<file path="src/rtl/dither_pwm_pkg.sv">
package dither_pwm_pkg;
  // Default geometry: base pulse resolution and number of subsection index bits.
  localparam int unsigned BASE_W_DEF = 8;
  localparam int unsigned SUB_W_DEF  = 4;
endpackage

</file>
<file path="src/rtl/dither_pwm_rst_sync.sv">
module dither_pwm_rst_sync (
  input  logic clk,
  input  logic rst_n,
  output logic rst_sync_n
);
  logic [1:0] sync_q;

  always_ff @(posedge clk or negedge rst_n) begin
    if (!rst_n) sync_q <= 2'b00;
    else        sync_q <= {sync_q[0], 1'b1};
  end

  assign rst_sync_n = sync_q[1];
endmodule

</file>
<file path="src/rtl/dither_pwm_cnt.sv">
module dither_pwm_cnt #(
  parameter int unsigned CNT_W = 12
) (
  input  logic             clk,
  input  logic             rst_n,
  input  logic             tick_en,
  output logic [CNT_W-1:0] cnt_o,
  output logic             wrap_o,
  output logic             start_o
);
  localparam logic [CNT_W-1:0] CNT_MAX = {CNT_W{1'b1}};

  logic [CNT_W-1:0] cnt_q, cnt_d;
  logic             start_q, start_d;
  logic             wrap;

  assign wrap = tick_en && (cnt_q == CNT_MAX);

  always_comb begin
    cnt_d   = cnt_q;
    start_d = start_q;
    if (tick_en) begin
      cnt_d   = cnt_q + 1'b1;
      start_d = wrap;
    end
  end

  always_ff @(posedge clk or negedge rst_n) begin
    if (!rst_n) begin
      cnt_q   <= '0;
      start_q <= 1'b0;
    end else begin
      cnt_q   <= cnt_d;
      start_q <= start_d;
    end
  end

  assign cnt_o   = cnt_q;
  assign wrap_o  = wrap;
  assign start_o = start_q;
endmodule

</file>
<file path="src/rtl/dither_pwm_duty.sv">
module dither_pwm_duty #(
  parameter int unsigned DUTY_W = 12
) (
  input  logic              clk,
  input  logic              rst_n,
  input  logic              load,
  input  logic [DUTY_W-1:0] duty_in,
  input  logic              wrap,
  output logic [DUTY_W-1:0] act_o
);
  logic [DUTY_W-1:0] pend_q, pend_d;
  logic [DUTY_W-1:0] act_q, act_d;

  always_comb begin
    pend_d = pend_q;
    act_d  = act_q;
    if (load) pend_d = duty_in;
    if (wrap) act_d  = load ? duty_in : pend_q;
  end

  always_ff @(posedge clk or negedge rst_n) begin
    if (!rst_n) begin
      pend_q <= '0;
      act_q  <= '0;
    end else begin
      pend_q <= pend_d;
      act_q  <= act_d;
    end
  end

  assign act_o = act_q;
endmodule

</file>
<file path="src/rtl/dither_pwm_sel.sv">
module dither_pwm_sel #(
  parameter int unsigned SUB_W = 4
) (
  input  logic [SUB_W-1:0] sub_idx,
  input  logic [SUB_W-1:0] dith,
  output logic             ext_o
);
  logic [SUB_W-1:0] hit;

  // Bit k of the subsection index being the lowest set bit selects dither
  // bit SUB_W-1-k; index 0 has no set bit and is never chosen.
  for (genvar k = 0; k < SUB_W; k++) begin : g_rate
    if (k == 0) begin : g_lsb
      assign hit[k] = dith[SUB_W-1] && sub_idx[0];
    end else begin : g_upper
      assign hit[k] = dith[SUB_W-1-k] && sub_idx[k] && (sub_idx[k-1:0] == '0);
    end
  end

  assign ext_o = |hit;
endmodule

</file>
<file path="src/rtl/dither_pwm.sv">
module dither_pwm
  import dither_pwm_pkg::*;
#(
  parameter int unsigned BASE_W = BASE_W_DEF,
  parameter int unsigned SUB_W  = SUB_W_DEF
) (
  input  logic                    clk,
  input  logic                    rst_n,
  input  logic                    tick_en,
  input  logic [BASE_W+SUB_W-1:0] duty_in,
  input  logic                    duty_load,
  output logic                    pwm_o,
  output logic                    cycle_start_o
);
  localparam int unsigned DUTY_W = BASE_W + SUB_W;

  logic              rst_sync_n;
  logic [DUTY_W-1:0] cnt_q;
  logic [DUTY_W-1:0] act_duty;
  logic              wrap;
  logic              start;
  logic              ext;
  logic [BASE_W:0]   high_len;
  logic [BASE_W:0]   pos;

  dither_pwm_rst_sync u_rst (
    .clk        (clk),
    .rst_n      (rst_n),
    .rst_sync_n (rst_sync_n)
  );

  dither_pwm_cnt #(.CNT_W(DUTY_W)) u_cnt (
    .clk     (clk),
    .rst_n   (rst_sync_n),
    .tick_en (tick_en),
    .cnt_o   (cnt_q),
    .wrap_o  (wrap),
    .start_o (start)
  );

  dither_pwm_duty #(.DUTY_W(DUTY_W)) u_duty (
    .clk     (clk),
    .rst_n   (rst_sync_n),
    .load    (duty_load),
    .duty_in (duty_in),
    .wrap    (wrap),
    .act_o   (act_duty)
  );

  dither_pwm_sel #(.SUB_W(SUB_W)) u_sel (
    .sub_idx (cnt_q[DUTY_W-1:BASE_W]),
    .dith    (act_duty[SUB_W-1:0]),
    .ext_o   (ext)
  );

  always_comb begin
    high_len = {1'b0, act_duty[DUTY_W-1:SUB_W]} + {{BASE_W{1'b0}}, ext};
    pos      = {1'b0, cnt_q[BASE_W-1:0]};
  end

  assign pwm_o         = (pos < high_len);
  assign cycle_start_o = start;
endmodule

</file>
<file path="config.mk">
export PLATFORM = sky130hd
export DESIGN_NAME = dither_pwm
export DESIGN_NICKNAME = d
export VERILOG_FILES = /design/src/rtl/dither_pwm_pkg.sv /design/src/rtl/dither_pwm_rst_sync.sv /design/src/rtl/dither_pwm_cnt.sv /design/src/rtl/dither_pwm_duty.sv /design/src/rtl/dither_pwm_sel.sv /design/src/rtl/dither_pwm.sv
export SDC_FILE = /design/constraint.sdc
export NUM_CORES = 1
export LEC_CHECK = 0
export ABC_CLOCK_PERIOD_IN_PS = 3000
export BUFFER_PORTS_ARGS = -buffer_cell sky130_fd_sc_hd__clkbuf_2
export CAP_MARGIN = 20
export CORE_MARGIN = 5
export CORE_UTILIZATION = 55
export DETAILED_ROUTE_END_ITERATION = 7
export GPL_TIMING_DRIVEN = 1
export HOLD_SLACK_MARGIN = 0.15
export PLACE_DENSITY_LB_ADDON = 0.05
export SLEW_MARGIN = 15
export SYNTH_ARGS = -nofsm -noshare
export SYNTH_HDL_FRONTEND = slang
export SYNTH_HIERARCHICAL = 1
export SYNTH_SLANG_ARGS = --single-unit
</file>
<file path="constraint.sdc">
create_clock -name clk -period 3 [get_ports clk]
set_clock_uncertainty 0.1 [all_clocks]
set_input_delay 0.3 -clock clk [delete_from_list [all_inputs] [get_ports clk]]
set_output_delay 0.3 -clock clk [all_outputs]
set_load 0.01 [all_outputs]
</file>
==> metrics.csv <==
metric,value,unit
status,finished with violations,
violations,negative setup slack,
worst_ep_arrival_time,2.80,ns
hold-worst-slack,0.189,ns
drtAntennaViolNets,0,
die_h,69.4,µm
met2_length,1.90,mm
cap_violations,0,
start_kind,flip-flop,
path_max_fanout,3,
ir_worst_vdd,0.000336,V
synth_top_area_cell,dfrtp_1,
fin_crit,3.20,ns
synth_top_area_share,0.503,
synthCells,148,
root_buffer,clkbuf_4,
wl_met1,1.65,mm
netlist_area,1940,µm²
synth_mux_area_frac,0.166,
synthSimpleGateAreaFrac,0.119,
ios,18,
synth_top_family_by_area,multiplexers,
layout_commonest_cell,dfrtp_1,
setup_violations,1,
first_iter_violations,27,
synth-async-reset-ratio,1.00,
cts_max_path_buffers,2,
wl,3.75,mm
drive_gt1_frac,0.393,
power.density,551,nW/µm²
grt_pass1_wl,6.53,mm
cts.clk_slew.worst_paths,0.14,ns
via_count,1249,
dpl-instance-area,2120,µm²
port_buffers,17,
firstDrtPassIters,4,
synth-adder-area-share,0.0709,
yosys_warnings,6,
initial_core_util,0.573,
synth-xor-area-share,0.0767,
synth_compound_area_frac,0.0438,
wl_per_cell,15.5,µm
tns,-0.202,ns
routed.top_layer,met4,
grt_use_total,0.174,
ys_seq_elements,39,
synth_cell_type_count,32,
syn_area_per_cell,13.1,µm²
seq_area_frac_synth,0.503,
cp-end-kind,output pin,
htree_levels,2,
crit_type,flip-flop to output pin,
fp.coreArea,3390,µm²
most-common-layout-cells,"dfrtp_1, clkbuf_2, dlygate4sd3_1",
area_growth,23.7,%
ys.flop_type,dfrtp_1,
grt_max_degree,38,
antennaDiodeCount,0,
hold_path_class,flip-flop to asynchronous set/reset pin,
hpwl,2.61,mm
syn_nets,175,
fmax,312,MHz
met3_length,114,µm
gp_congestion,0.826,
stdcell_area,2400,µm²
cts.sinks,39,
die-width,69.4,µm
num-fill-cells,254,
dpl.cell_count,216,
fin_ws,-0.202,ns
die_area,4820,µm²
cp.required,2.60,ns
gr-total-overflow,0,
cts-buffers-inserted,5,
drv_slew,0,
leakage,1.16,nW
first_global_vias,1391,
cts_tree,built,
rsz0062_at_grt,true,
drc,0,
insertion_delay,0.36,ns
fin_crit_sh,1.07,
synth_edf_count,0,
antenna_found_initial,0,
fp-row-count,21,
fin_cells,242,
ys_top_cells_by_area,"dfrtp_1, mux2_4, mux2_2, ha_1, xor2_1",
final-hold-violation-count,0,
finalNetCount,222,
viasPerCell,5.16,
-- sequential cells by signal, indices dropped and copies added, names as in the netlist --
register	count
u_cnt/cnt_o	12
u_duty/act_o	12
u_cnt/start_o	1
u_rst/sync_q	2
u_duty/pend_q	12
-- synth_stat cells, types with 2 or more instances --
cell type  count
inv_1          4
a211oi_1       3
nand4_1        3
ha_1          11
nor2_1         6
nor3_1         5
xor2_1         9
xnor2_1        8
nor4_2         2
dfrtp_1       39
nand2_1        8
mux2_2        14
o21ai_0        2
nand3_1        5
mux2_4        11
buf_2          2
-- cell families (layout without fill, tap and decap cells) --
logic type / after synthesis / count (layout)
muxes: 25 / 25
other: 1 / 1
and+or+nand+nor: 37 / 37
adders and majority gates: 11 / 11
DFF: 39 / 39
buffers and inverters: 7 / 55
xor gates and xnor gates: 17 / 17
AOI/OAI and AO/OA: 11 / 11
-- worst max-delay path: stages, from the launching register on --
cell	delay (ns)
dfrtp_1	0.42
nor3b_1	0.16
a211oi_2	0.25
ha_2	0.24
ha_4	0.13
nand3_2	0.08
nor2_2	0.13
xnor2_1	0.08
ha_1	0.31
a21o_1	0.17
a211oi_2	0.17
o21ai_1	0.09
o2111ai_1	0.08
buf_2	0.16
-- area by class of cell --
type / instances / area, µm² / share of cell area
clock buffer: 6 / 51.3 / 0.0214
clock inverter: 2 / 16.3 / 0.00677
inverter: 4 / 15.0 / 0.00625
multi-input combinational: 102 / 967 / 0.403
sequential: 39 / 977 / 0.407
tap: 46 / 57.6 / 0.0240
timing repair buffer: 43 / 318 / 0.132
-- stage by stage --
stage,setup slack (ns),power (W),utilization
floorplan,0.175,0.000910,-
global placement,0.103,0.000980,0.626
detailed placement,-0.00947,0.00101,0.626
CTS,-0.244,0.00133,0.706
global route,-0.437,0.00142,0.709
finish,-0.202,0.00132,0.709
-- final timing paths --
check | startpoint | to | slack [ns] | cells past startpoint
max | u_cnt/cnt_o[9] | pwm_o | -0.20 | 13
max in group asynchronous | rst_n | u_rst/sync_q[0] | 2.00 | 3
min in group clk | u_rst/sync_q[0] | u_rst/sync_q[1] | 0.27 | 0
min reg2reg | u_rst/sync_q[1] | u_duty/act_o[3] | 0.19 | 1
min | u_rst/sync_q[1] | u_duty/act_o[3] | 0.19 | 1
max reg2reg | u_cnt/cnt_o[0] | u_duty/act_o[0] | 1.01 | 6
-- metal layers --
metal,track usage,vias up
met5,0,-
met4,0.0803,0
met3,0.0478,9
met2,0.290,19
met1,0.208,600
li1,-,621
-- repair_timing --
| action | in CTS | in global routing |
|---|---|---|
| pin swaps | 9 | 2 |
| gates resized for setup | 8 | 2 |
| endpoints found under the setup margin | 1 | 1 |
| hold buffers | 15 | 0 |
| setup buffers | 2 | 1 |
| endpoints found under the hold margin | 16 | 0 |
-- power breakdown --
part,total [W],switching [W],internal [W]
logic,0.000352,0.000169,0.000184
registers,0.000675,0.0000829,0.000592
clock network,0.000296,0.000181,0.000115
total,0.00132,0.000432,0.000891
No activity file was read; power rests on OpenSTA's default activity.
